$ cat src/rtl/dca_pkg.sv
package dca_pkg;
    localparam int XW       = 64;
    localparam int HW       = XW / 2;
    localparam int NCTR     = 32;
    localparam int IDX_W    = $clog2(NCTR);
    localparam int SEL_W    = 9;
    localparam int HIDE_BIT = 62;
    localparam int NFEAT    = 4;

    localparam logic [SEL_W-1:0] SEL_BASE  = SEL_W'(9'h040);
    localparam logic [SEL_W-1:0] SEL_TIMER = SEL_W'(9'h041);
    localparam logic [XW-1:0]    HIDE_MASK = XW'(1) << HIDE_BIT;

    // feature flag positions
    localparam int FT_BASE = 0;
    localparam int FT_HPM  = 1;
    localparam int FT_OVF  = 2;
    localparam int FT_CFG  = 3;

    typedef enum logic [1:0] {
        PRV_U = 2'd0,
        PRV_S = 2'd1,
        PRV_H = 2'd2,
        PRV_M = 2'd3
    } prv_e;

    typedef enum logic [2:0] {
        AL_NONE = 3'd0,
        AL_CNT  = 3'd1,
        AL_CFG  = 3'd2,
        AL_RSV3 = 3'd3,
        AL_CNTH = 3'd4,
        AL_CFGH = 3'd5,
        AL_RSV6 = 3'd6,
        AL_RSV7 = 3'd7
    } alias_e;

    typedef struct packed {
        logic              legal;
        logic              ill;
        logic              virt;
        logic [IDX_W-1:0]  idx;
        alias_e            kind;
        logic              wide;
    } dec_t;

    function automatic logic ctr_exists(input logic [IDX_W-1:0] i,
                                        input logic [NCTR-1:0]  mask);
        return (i == IDX_W'(0)) || (i == IDX_W'(2)) ||
               ((i >= IDX_W'(3)) && mask[i]);
    endfunction

    function automatic logic is_count_alias(input alias_e k);
        return (k == AL_CNT) || (k == AL_CNTH);
    endfunction

    function automatic logic is_cfg_alias(input alias_e k);
        return (k == AL_CFG) || (k == AL_CFGH);
    endfunction
endpackage

$ cat src/rtl/dca_decode.sv
module dca_decode
    import dca_pkg::*;
#(
    parameter logic [NCTR-1:0] HPM_MASK = 32'h8000_00F8
) (
    input  logic              clk,
    input  logic              rst,
    input  logic              req_valid,
    input  logic [1:0]        prv,
    input  logic              virt_on,
    input  logic              guest_sel,
    input  logic [SEL_W-1:0]  sel,
    input  logic [2:0]        alias_num,
    input  logic              xlen64,
    input  logic              dlg_en,
    input  logic [NCTR-1:0]   ctr_en,
    input  logic              gate_open,
    input  logic [NFEAT-1:0]  feat,
    output dec_t              dec
);
    logic             in_range;
    logic [SEL_W-1:0] off;
    logic [IDX_W-1:0] idx;
    alias_e           kind;
    prv_e             mode;
    logic             alias_ok;
    logic             width_ok;
    logic             feat_ok;
    logic             ill;
    logic             virt;

    assign off      = sel - SEL_BASE;
    assign in_range = (sel >= SEL_BASE) && (off < SEL_W'(NCTR));
    assign idx      = off[IDX_W-1:0];
    assign kind     = alias_e'(alias_num);
    assign mode     = prv_e'(prv);

    assign alias_ok = (kind == AL_CNT) || (kind == AL_CFG) ||
                      (kind == AL_CNTH) || (kind == AL_CFGH);
    assign width_ok = !(xlen64 && ((kind == AL_CNTH) || (kind == AL_CFGH)));

    always_comb begin
        if ((idx == IDX_W'(0)) || (idx == IDX_W'(2))) begin
            feat_ok = is_count_alias(kind) ? feat[FT_BASE] : feat[FT_CFG];
        end else begin
            feat_ok = feat[FT_HPM] && ctr_exists(idx, HPM_MASK) &&
                      ((kind != AL_CFGH) || feat[FT_OVF]);
        end
    end

    // rule chain: earlier rules win
    always_comb begin
        ill  = 1'b0;
        virt = 1'b0;
        if (!req_valid) begin
            ill = 1'b0;
        end else if (!gate_open) begin
            ill = 1'b1;
        end else if (!in_range) begin
            ill = 1'b0;
        end else if (virt_on) begin
            if (mode == PRV_U)   virt = 1'b1;
            else if (dlg_en)     virt = 1'b1;
            else                 ill  = 1'b1;
        end else if (mode == PRV_U) begin
            ill = 1'b1;
        end else if (guest_sel) begin
            ill = 1'b1;
        end else if (!dlg_en) begin
            ill = 1'b1;
        end else if (!alias_ok || !width_ok) begin
            ill = 1'b1;
        end else if (sel == SEL_TIMER) begin
            ill = 1'b1;
        end else if (!ctr_en[idx]) begin
            ill = 1'b1;
        end else if (!feat_ok) begin
            ill = 1'b1;
        end
    end

    always_comb begin
        dec.legal = req_valid && gate_open && in_range && !ill && !virt;
        dec.ill   = ill;
        dec.virt  = virt;
        dec.idx   = idx;
        dec.kind  = kind;
        dec.wide  = xlen64;
    end

    // never both exception kinds at once
    p_single_exc_r11: assert property (@(posedge clk) disable iff (rst)
        !(dec.ill && dec.virt));

    // a granted access had delegation and its counter enabled
    p_legal_needs_dlg_r3: assert property (@(posedge clk) disable iff (rst)
        dec.legal |-> (dlg_en && ctr_en[dec.idx]));

    // timer slot is never granted
    p_timer_slot_r5: assert property (@(posedge clk) disable iff (rst)
        (req_valid && sel == SEL_TIMER) |-> (dec.ill || dec.virt));
endmodule

$ cat src/rtl/dca_bank.sv
module dca_bank
    import dca_pkg::*;
#(
    parameter logic [NCTR-1:0] HPM_MASK = 32'h8000_00F8
) (
    input  logic              clk,
    input  logic              rst,
    input  logic              rd_en,
    input  logic              wr_en,
    input  logic [IDX_W-1:0]  idx,
    input  alias_e            kind,
    input  logic              wide,
    input  logic [XW-1:0]     wdata,
    output logic [XW-1:0]     rd_data
);
    logic [XW-1:0] cnt_v [NCTR];
    logic [XW-1:0] cfg_v [NCTR];
    logic [XW-1:0] cur_cnt;
    logic [XW-1:0] cur_cfg;
    logic [XW-1:0] nxt_cnt;
    logic [XW-1:0] nxt_cfg;
    logic [XW-1:0] view;
    logic          cnt_we;
    logic          cfg_we;

    assign cur_cnt = cnt_v[idx];
    assign cur_cfg = cfg_v[idx];
    assign cnt_we  = wr_en && is_count_alias(kind);
    assign cfg_we  = wr_en && is_cfg_alias(kind);

    // read view of the selected word, hidden bit removed
    always_comb begin
        unique case (kind)
            AL_CNT:  view = wide ? cur_cnt : {{HW{1'b0}}, cur_cnt[HW-1:0]};
            AL_CNTH: view = {{HW{1'b0}}, cur_cnt[XW-1:HW]};
            AL_CFG:  view = wide ? (cur_cfg & ~HIDE_MASK)
                                 : {{HW{1'b0}}, cur_cfg[HW-1:0]};
            AL_CFGH: view = {{HW{1'b0}}, cur_cfg[XW-1:HW] & ~HIDE_MASK[XW-1:HW]};
            default: view = '0;
        endcase
    end

    assign rd_data = rd_en ? view : '0;

    // merged write values
    always_comb begin
        nxt_cnt = cur_cnt;
        nxt_cfg = cur_cfg;
        unique case (kind)
            AL_CNT:  nxt_cnt = wide ? wdata : {cur_cnt[XW-1:HW], wdata[HW-1:0]};
            AL_CNTH: nxt_cnt = {wdata[HW-1:0], cur_cnt[HW-1:0]};
            AL_CFG:  nxt_cfg = wide ? ((wdata & ~HIDE_MASK) | (cur_cfg & HIDE_MASK))
                                    : {cur_cfg[XW-1:HW], wdata[HW-1:0]};
            AL_CFGH: nxt_cfg = ({wdata[HW-1:0], cur_cfg[HW-1:0]} & ~HIDE_MASK) |
                               (cur_cfg & HIDE_MASK);
            default: begin
                nxt_cnt = cur_cnt;
                nxt_cfg = cur_cfg;
            end
        endcase
    end

    for (genvar i = 0; i < NCTR; i++) begin : g_ctr
        if (ctr_exists(IDX_W'(i), HPM_MASK)) begin : g_live
            logic [XW-1:0] cnt_q;
            logic [XW-1:0] cfg_q;
            always_ff @(posedge clk) begin
                if (rst) begin
                    cnt_q <= '0;
                    cfg_q <= '0;
                end else begin
                    if (cnt_we && idx == IDX_W'(i)) cnt_q <= nxt_cnt;
                    if (cfg_we && idx == IDX_W'(i)) cfg_q <= nxt_cfg;
                end
            end
            assign cnt_v[i] = cnt_q;
            assign cfg_v[i] = cfg_q;
        end else begin : g_absent
            assign cnt_v[i] = '0;
            assign cfg_v[i] = '0;
        end
    end
endmodule

$ cat src/rtl/dlg_ctr_access.sv
module dlg_ctr_access
    import dca_pkg::*;
#(
    parameter logic [NCTR-1:0] HPM_MASK = 32'h8000_00F8
) (
    input  logic              clk,
    input  logic              rst,
    input  logic              req_valid,
    input  logic              req_write,
    input  logic [1:0]        prv,
    input  logic              virt_on,
    input  logic              guest_sel,
    input  logic [SEL_W-1:0]  sel,
    input  logic [2:0]        alias_num,
    input  logic [XW-1:0]     wdata,
    input  logic              xlen64,
    input  logic              dlg_en,
    input  logic [NCTR-1:0]   ctr_en,
    input  logic              gate_open,
    input  logic [NFEAT-1:0]  feat,
    output logic              rsp_valid,
    output logic [XW-1:0]     rsp_rdata,
    output logic              rsp_ill,
    output logic              rsp_virt
);
    dec_t          dec;
    logic [XW-1:0] bank_rd;
    logic          r_gate;
    alias_e        r_kind;
    logic          r_wide;

    dca_decode #(.HPM_MASK(HPM_MASK)) u_decode (
        .clk       (clk),
        .rst       (rst),
        .req_valid (req_valid),
        .prv       (prv),
        .virt_on   (virt_on),
        .guest_sel (guest_sel),
        .sel       (sel),
        .alias_num (alias_num),
        .xlen64    (xlen64),
        .dlg_en    (dlg_en),
        .ctr_en    (ctr_en),
        .gate_open (gate_open),
        .feat      (feat),
        .dec       (dec)
    );

    dca_bank #(.HPM_MASK(HPM_MASK)) u_bank (
        .clk     (clk),
        .rst     (rst),
        .rd_en   (dec.legal),
        .wr_en   (dec.legal && req_write),
        .idx     (dec.idx),
        .kind    (dec.kind),
        .wide    (dec.wide),
        .wdata   (wdata),
        .rd_data (bank_rd)
    );

    always_ff @(posedge clk) begin
        if (rst) begin
            rsp_valid <= 1'b0;
            rsp_rdata <= '0;
            rsp_ill   <= 1'b0;
            rsp_virt  <= 1'b0;
            r_gate    <= 1'b0;
            r_kind    <= AL_NONE;
            r_wide    <= 1'b0;
        end else begin
            rsp_valid <= req_valid;
            rsp_rdata <= bank_rd;
            rsp_ill   <= dec.ill;
            rsp_virt  <= dec.virt;
            r_gate    <= gate_open;
            r_kind    <= dec.kind;
            r_wide    <= dec.wide;
        end
    end

    // a refused access returns zero data
    p_exc_zero_data_r11: assert property (@(posedge clk) disable iff (rst)
        (rsp_valid && (rsp_ill || rsp_virt)) |-> (rsp_rdata == '0));

    // hidden bit never visible in the full-width configuration view
    p_hidden_bit_r7: assert property (@(posedge clk) disable iff (rst)
        (rsp_valid && r_kind == AL_CFG && r_wide) |-> !rsp_rdata[HIDE_BIT]);

    // a closed gate always yields illegal instruction
    p_gate_first_r10: assert property (@(posedge clk) disable iff (rst)
        (rsp_valid && !r_gate) |-> (rsp_ill && !rsp_virt));
endmodule

$ cat config.mk
export PLATFORM = sky130hd
export DESIGN_NAME = dlg_ctr_access
export DESIGN_NICKNAME = d
export VERILOG_FILES = /design/src/rtl/dca_pkg.sv /design/src/rtl/dca_decode.sv /design/src/rtl/dca_bank.sv /design/src/rtl/dlg_ctr_access.sv
export SDC_FILE = /design/constraint.sdc
export NUM_CORES = 2
export LEC_CHECK = 0
export ABC_AREA = 1
export BUFFER_PORTS_ARGS = -buffer_cell sky130_fd_sc_hd__buf_4
export CORE_MARGIN = 2
export CORE_UTILIZATION = 38
export CTS_BUF_LIST = sky130_fd_sc_hd__clkbuf_4
export DETAILED_ROUTE_END_ITERATION = 10
export PLACE_DENSITY = 0.61
export SYNTH_ARGS = -nofsm -noshare
export SYNTH_HDL_FRONTEND = slang
export SYNTH_SLANG_ARGS = --single-unit
$ cat constraint.sdc
create_clock -name clk -period 2.3 [get_ports clk]
set_clock_uncertainty 0.1 [all_clocks]
set_input_delay 0.23 -clock clk [delete_from_list [all_inputs] [get_ports clk]]
set_output_delay 0.23 -clock clk [all_outputs]
set_load 0.1 [all_outputs]
After elaboration in Yosys (flattened, before gate mapping)
Memory sizes are Yosys's and may differ from the RTL's. Cells that the tools add are included.

Input port bits: 123. Bits in registers: 1091. Word-level logic and storage cells: 125. Output and inout bits: 67. ROM bits: 32. Memories kept: 1.

Mux-type cells: 37. Bitwise logic cells: 4. Reduce and logical (&&, ||, !) cells: 44. Add/subtract/negate cells: 1. Equality and inequality tests: 13. Order comparisons: 5.

Memories: (no name shown) (words 32, bits a word 1, read ports 1, clocked after memory_dff 0, wr ports 0, RTL line dca_pkg.sv:50) `((i >= IDX_W'(3)) && mask[i]);`.

Operators by type and width (count): 64-bit binary-select mux with 5-bit select (2); 64-bit two-way mux (8); 64-bit case mux with 2 select lines (2); 64-bit case mux with 4 select lines (1); 64-bit by 63-bit bitwise OR with 64-bit output (2); 1-bit logical AND (28); 1-bit two-way mux (23); 5-bit by 3-bit == test with 1-bit output (second input constant) (4); 5-bit by 2-bit == test with 1-bit output (second input constant) (2); 1-bit logical OR (10); 9-bit by 7-bit == test with 1-bit output (second input constant) (1); 9-bit by 7-bit >= comparator with 1-bit output (second input constant) (1); 9-bit by 6-bit < comparator with 1-bit output (second input constant) (1); 9-bit by 7-bit subtractor with 9-bit output (second input constant) (1); 3-bit == test (second input constant) (2); 6-bit >= comparator (second input constant) (1); 5-bit by 6-bit < comparator with 1-bit output (second input constant) (1); 5-bit inverter with 6-bit output (1); 1-bit binary-select mux with 5-bit select (1); 5-bit == test (second input constant) (1); 5-bit by 2-bit >= comparator with 1-bit output (second input constant) (1); 5-bit logical NOT (1); 3-bit by 1-bit == test with 1-bit output (second input constant) (1); 3-bit by 2-bit == test with 1-bit output (second input constant) (1); 5 further kinds (7).

Longest topological paths before layout
Depth in word-level cells: 25. Mapped depth: 19. Gate-level depth less buffers: 15.

By module
A second synthesis with hierarchy kept.

Cell total of the unflattened synthesis: 7996. Area, all modules: 52311.4 um^2.

By module, submodules not included: dca_bank (seq. area each 20339.5 um^2, cells each 7607, times used 1, area each 49555.0 um^2); dlg_ctr_access (seq. area each 1341.3 um^2, cells each 210, times used 1, area each 1908.1 um^2); dca_decode (seq. area each 0.0 um^2, cells each 179, times used 1, area each 848.3 um^2).

Worst setup path after synthesis
Ideal clock, no wire load.

Kind: in2reg. Start point: input port sel[0]. End point: register u_bank.g_ctr[4].g_live.cnt_q[33]. Cell stages on the path: 18. Setup slack: -0.088 ns. Library setup time: 0.115 ns. Arrival: 2.173 ns. Required time: 2.085 ns. Buffers on the path: 4. Cells stage by stage: buf_2 inv_1 buf_2 nor2_1 o21bai_1 nand2_1 nand2_1 nand2_1 o21ai_0 nand3_1 nand2_1 nand4_1 nor2_2 clkbuf_1 buf_2 nand3_1 nand2_1 nor2_1.

Longest elaborated chain between the ends: 25. Elaborated cells between the ends (all ways): 47. Classes of those cells: add/sub (1); order compare (3); eq/ne (3); mux (23); bitwise (1); reduce/logical (15); memory (1).

Ends and longest elaborated chain: start: declaration (RTL line dlg_ctr_access.sv:13) `input logic [SEL_W-1:0] sel,`; 9-bit by 7-bit subtractor with 9-bit output (RTL line dca_decode.sv:32) `assign off = sel - SEL_BASE;`; memory 32 x 1 bit; 1-bit two-way mux (implied by the code) (RTL line dca_pkg.sv:50); 1-bit logical AND (RTL line dca_pkg.sv:50); 1-bit logical OR (RTL line dca_pkg.sv:49) `return (i == IDX_W'(0)) || (i == IDX_W'(2)) ||`; 1-bit logical AND (2 in series) (RTL line dca_decode.sv:46) `feat_ok = feat[FT_HPM] && ctr_exists(idx, HPM_MASK) &&`; 1-bit two-way mux (RTL line dca_decode.sv:43) `if ((idx == IDX_W'(0)) || (idx == IDX_W'(2))) begin`; 1-bit two-way mux (RTL line dca_decode.sv:77) `end else if (!feat_ok) begin`; [... 7 more ...]; 1-bit two-way mux (RTL line dca_decode.sv:59) `end else if (!in_range) begin`; 1-bit two-way mux (RTL line dca_decode.sv:57) `end else if (!gate_open) begin`; 1-bit two-way mux (RTL line dca_decode.sv:55) `if (!req_valid) begin`; 1-bit logical NOT (RTL line dca_decode.sv:83) `dec.legal = req_valid && gate_open && in_range && !ill && !virt;`; 1-bit logical AND (2 in series) (RTL line dca_decode.sv:83); 1-bit logical AND (RTL line dlg_ctr_access.sv:53) `.wr_en (dec.legal && req_write),`; 1-bit logical AND (RTL line dca_bank.sv:28) `assign cnt_we = wr_en && is_count_alias(kind);`; 1-bit logical AND (RTL line dca_bank.sv:72) `if (cnt_we && idx == IDX_W'(i)) cnt_q <= nxt_cnt;`; end signal: assignment (RTL line dca_bank.sv:72); end: declaration (RTL line dca_bank.sv:65) `logic [XW-1:0] cnt_q;`.

Parallel ways exist; a longest one is shown, timed or not. The select of a mux whose other input is x is not followed. A chain may end at the register's enable or synchronous reset.

Final worst setup path
Start point: input port sel[0]. End point: register rsp_rdata[29].

Longest elaborated chain between the ends: 24. Elaborated cells between the ends (all ways): 49. Classes of those cells: add/sub (1); order compare (3); eq/ne (2); mux (27); bitwise (2); reduce/logical (13); memory (1).

Ends and longest elaborated chain: 9-bit by 7-bit subtractor with 9-bit output (RTL line dca_decode.sv:32); memory 32 x 1 bit; 1-bit two-way mux (implied by the code) (RTL line dca_pkg.sv:50); 1-bit logical AND (RTL line dca_pkg.sv:50); 1-bit logical OR (RTL line dca_pkg.sv:49); 1-bit logical AND (2 in series) (RTL line dca_decode.sv:46); 1-bit two-way mux (RTL line dca_decode.sv:43); 1-bit two-way mux (RTL line dca_decode.sv:77); [... 6 more ...]; 1-bit two-way mux (RTL line dca_decode.sv:61) `end else if (virt_on) begin`; 1-bit two-way mux (RTL line dca_decode.sv:59); 1-bit two-way mux (RTL line dca_decode.sv:57); 1-bit two-way mux (RTL line dca_decode.sv:55); 1-bit logical NOT (RTL line dca_decode.sv:83); 1-bit logical AND (2 in series) (RTL line dca_decode.sv:83); 1-bit inverter (no source line); 2-bit OR reduction (no source line); end signal: assignment (RTL line dlg_ctr_access.sv:72) `rsp_rdata <= bank_rd;`; end: declaration (RTL line dlg_ctr_access.sv:22) `output logic [XW-1:0] rsp_rdata,`.

Parallel ways exist; a longest one is shown, timed or not. The select of a mux whose other input is x is not followed.

==> metrics.log <==
[metrics] Congestion Overflow GR: 0
[metrics] Syn-to-layout area delta: 28.9%
[metrics] startpoint-to-endpoint class of the critical path: in2reg
[metrics] die boundary height: 377 um
[metrics] r2r worst-path depth: 9
[metrics] sequential cell area fraction in the yosys report: 0.410
[metrics] Net Count, Synth: 8126
[metrics] hold path startpoint: xlen64
[metrics] clock tree buffer depth: 4
[metrics] Post-Synthesis Cell Area: 52900 um^2
[metrics] iteration-0 DRC count of the detailed router: 6691
[metrics] maximum level of the CTS H-tree: 5
[metrics] global-route wire length before repair: 319000 um
[metrics] area share of the largest cell type after synthesis: 0.410
[metrics] maximum number of pins on one net before global-route repair: 202
[metrics] setup repair after global routing missed its margin: yes
[metrics] Tmin final: 2.35 ns
[metrics] final cycle utilization of the critical path: 1.02
[metrics] TritonCTS clock tree: done
[metrics] number of setup violations in the final report: 1
[metrics] antenna-violating nets left: 0
[metrics] Post-Layout Cell Count: 10800
[metrics] syn_area_per_cell: 6.62 um^2
[metrics] dominant register cell in the synthesized netlist: sky130_fd_sc_hd__dfxtp_1
[metrics] Max Clock Freq: 425 MHz
[metrics] leakage component of the power: 27.6 nW
[metrics] placeable core area: 138000 um^2
[metrics] TritonCTS sink count: 1083
[metrics] Min Hold Slack: -0.00452 ns
[metrics] critical path fanouts, max: 33
[metrics] setup slack on the worst flop-to-flop path: 0.21 ns
[metrics] setup slack after layout: -0.0510 ns
[metrics] critical path required time: 3.35 ns
[metrics] worst-skew pair later-pin latency: 1.28 ns
[metrics] top cells by area in the synthesized netlist: sky130_fd_sc_hd__dfxtp_1 41%, sky130_fd_sc_hd__nand2_1 14%, sky130_fd_sc_hd__a21oi_1 11%, sky130_fd_sc_hd__nand3_1 10%, sky130_fd_sc_hd__nor2_1 8.4%
[metrics] post-synthesis instance total: 8001
[metrics] Total Routed Length: 210000 um
[metrics] ranking of synthesized cells by instance count: 2023 x sky130_fd_sc_hd__nand2_1, 1182 x sky130_fd_sc_hd__nor2_1, 1140 x sky130_fd_sc_hd__a21oi_1, 1101 x sky130_fd_sc_hd__nand3_1, 1083 x sky130_fd_sc_hd__dfxtp_1
[metrics] overall track demand over capacity in global routing: 0.284
[metrics] reg2reg start: u_bank.g_ctr[2].g_live.cfg_q[53]
[metrics] transition time of the tightest slew-check pin: 1.14 ns
[metrics] number of storage elements in the synthesis netlist: 1083
[metrics] final count of pins violating max slew: 0
[metrics] kind of launch point of the worst setup path: input port
[metrics] starting density of the core: 0.384
[metrics] share of flip-flops with an asynchronous set or reset: 0
[metrics] power density over the cells: 582 nW/um^2
[metrics] final net count: 8875
[metrics] cell depth of the worst min-delay path: 8
[metrics] Worst Hold Endpoint: u_bank.g_ctr[3].g_live.cfg_q[33]
[metrics] Port Buf Inserts: 189
[metrics] failing checks: hold timing, setup timing
[metrics] max-cap viol count: 0
[metrics] Vias/cell: 5.55
[metrics] worst slew margin relative to its limit: 0.242
[metrics] Layout fillers: 13700
[metrics] result of the run: complete, but fails checks
[metrics] count of pins on the block boundary: 190
[metrics] area of the die: 142000 um^2
[metrics] cell at the root of the clock tree: sky130_fd_sc_hd__clkbuf_4
[metrics] HPWL after DPL: 135000 um
[metrics] Hold Crit Class: in2reg
[metrics] Pre-Repair DR Iteration Count: 9
[metrics] count of different cell masters after synthesis: 33
[metrics] count of flip-flops with a built-in enable after synthesis: 0
[metrics] routed via count: 59700
[metrics] endpoint of the worst-slack reg-to-reg timing path: rsp_rdata[53]
[metrics] number of buffers inserted during clock tree synthesis: 306
[metrics] number of synthesis warnings: 0
[metrics] die outline width: 377 um
[metrics] vias in the first global route: 54400
[metrics] count of final hold-check violations: 3
[metrics] post-synthesis cell type with the largest combined area: sky130_fd_sc_hd__dfxtp_1
[metrics] Total Neg Setup Slack: -0.0510 ns
[metrics] number of remaining DRC errors: 0
[metrics] Worst VDD drop: 0.000375 V
[metrics] clock slew at reported path FFs: 0.07 ns
[metrics] number of antenna violations at the first check in global routing: 14
[metrics] cell count after placement: 10000
[metrics] detailed-route wire length per cell: 19.5 um
[metrics] most repeated cell in the gate-level netlist after synthesis: sky130_fd_sc_hd__nand2_1
[metrics] fraction of final layout cells with drive strength greater than 1: 0.176
[metrics] critical path endpoint category: register
[metrics] worst path arrival time: 3.40 ns
[metrics] site row count: 136
[metrics] global placer's final weighted congestion: 0.910
-- stage by stage --
step	utilization	hold WS, ns	cell area (um^2)	setup WS [ns]	total power (W)
finish	0.495	-0.00452	68200	-0.0510	0.0397
global route	0.495	-0.0251	68200	-0.0427	0.0412
CTS	0.493	0.000238	68000	-0.0438	0.0399
detailed placement	0.451	0.356	62200	-0.647	0.0224
global placement	0.451	0.347	62200	-0.644	0.0224
floorplan	-	0.206	53300	-0.0102	0.0207
-- state kept, by name, indices dropped and copies added (netlist names) --
register and cells:
rsp_ill 1, rsp_valid 1, rsp_rdata 64, u_bank.g_ctr.g_live.cnt_q 512
u_bank.g_ctr.g_live.cfg_q 504, rsp_virt 1
-- report_power, final --
part	internal [W]	switching, W	leakage [nW]
Sequential	0.0187	0.00000123	8.72
Combinational	0.00129	0.00234	16.6
Clock	0.00903	0.00833	2.21
-- layout make-up --
class / instances / area (um^2) / share of cell area
repair buffers: 1208 / 12300 / 0.180
clock inverters: 50 / 190 / 0.00279
well taps: 1794 / 2240 / 0.0329
clock buffers: 459 / 3450 / 0.0505
flip-flops and latches: 1083 / 21700 / 0.318
multi-input cells: 6032 / 27900 / 0.408
diodes: 10 / 25.0 / 0.000367
inverters: 119 / 483 / 0.00708
-- cells by family (layout without fill, tap and decap cells) --
group / count (synthesis) / after routing / synth area share
AOI/OAI and AO/OA: 1708 / 1708 / 0.186
xor gates and xnor gates: 1 / 1 / 0.000165
adders and majority gates: 2 / 2 / 0.000473
buffers and inverters: 886 / 1836 / 0.0701
DFF: 1083 / 1083 / 0.410
other: 0 / 10 / 0
and+or+nand+nor: 4321 / 4321 / 0.333
-- layout by cell type (no fill, tap or decap), types with 21 or more instances in the layout --
cell type / netlist / layout
sky130_fd_sc_hd__nand3_1: 1101 / 1099
sky130_fd_sc_hd__dfxtp_1: 1083 / 1072
sky130_fd_sc_hd__a22oi_1: 306 / 306
sky130_fd_sc_hd__a41oi_1: 30 / 29
sky130_fd_sc_hd__o211ai_1: 61 / 61
sky130_fd_sc_hd__a21oi_1: 1140 / 1119
sky130_fd_sc_hd__a221oi_1: 37 / 37
sky130_fd_sc_hd__o21ai_1: 64 / 62
sky130_fd_sc_hd__dlygate4sd3_1: 0 / 191
sky130_fd_sc_hd__inv_1: 114 / 108
sky130_fd_sc_hd__buf_12: 0 / 209
sky130_fd_sc_hd__clkbuf_4: 0 / 459
sky130_fd_sc_hd__nand2_1: 2023 / 2015
sky130_fd_sc_hd__o22ai_1: 31 / 31
sky130_fd_sc_hd__a22o_1: 27 / 27
sky130_fd_sc_hd__buf_4: 26 / 782
sky130_fd_sc_hd__a21oi_2: 0 / 21
sky130_fd_sc_hd__nor2_1: 1182 / 1150
sky130_fd_sc_hd__clkinv_1: 0 / 42
-- routing by layer --
metal	vias up	track usage	share of wire
met1	27800	0.373	0.42
li1	28500	-	-
met3	544	0.0614	0.097
met5	-	0	0.00047
met4	14	0.139	0.046
met2	2805	0.440	0.44
-- critical path: stages --
cell and delay [ns]:
sky130_fd_sc_hd__buf_4 0.13, sky130_fd_sc_hd__buf_4 0.12, sky130_fd_sc_hd__nand2_2 0.06, sky130_fd_sc_hd__dlygate4sd3_1 0.57, sky130_fd_sc_hd__buf_4 0.17, sky130_fd_sc_hd__inv_8 0.21
sky130_fd_sc_hd__buf_12 0.30, sky130_fd_sc_hd__buf_12 0.23, sky130_fd_sc_hd__buf_4 0.14, sky130_fd_sc_hd__nand2_1 0.04, sky130_fd_sc_hd__nand3_1 0.09, sky130_fd_sc_hd__nand2_1 0.06
sky130_fd_sc_hd__nand3_1 0.13, sky130_fd_sc_hd__nand2_1 0.14, sky130_fd_sc_hd__a41oi_1 0.46, sky130_fd_sc_hd__buf_4 0.27
-- how the worst max path moves through the flow --
stage	cells past startpoint	start	to	slack (ns)
global route	1	rsp_rdata[12]	rsp_rdata[12]	-0.04
floorplan	15	alias_num[1]	u_bank.g_ctr[6].g_live.cnt_q[0]	-0.01
global placement	15	sel[0]	rsp_rdata[29]	-0.64
CTS	1	rsp_rdata[12]	rsp_rdata[12]	-0.04
finish	16	sel[0]	rsp_rdata[29]	-0.05
detailed placement	15	sel[0]	rsp_rdata[29]	-0.65
-- what timing repair did --
| action | in CTS | in global routing |
|---|---|---|
| cloned | 0 | 1 |
| gates resized for setup | 60 | 50 |
| hold buffers | 196 | 5 |
| pin swaps | 0 | 8 |
| setup endpoints to repair | 24 | 262 |
| endpoints found under the hold margin | 1083 | 66 |
| buffers inserted | 0 | 7 |
Power figures use the tool's default switching activity.
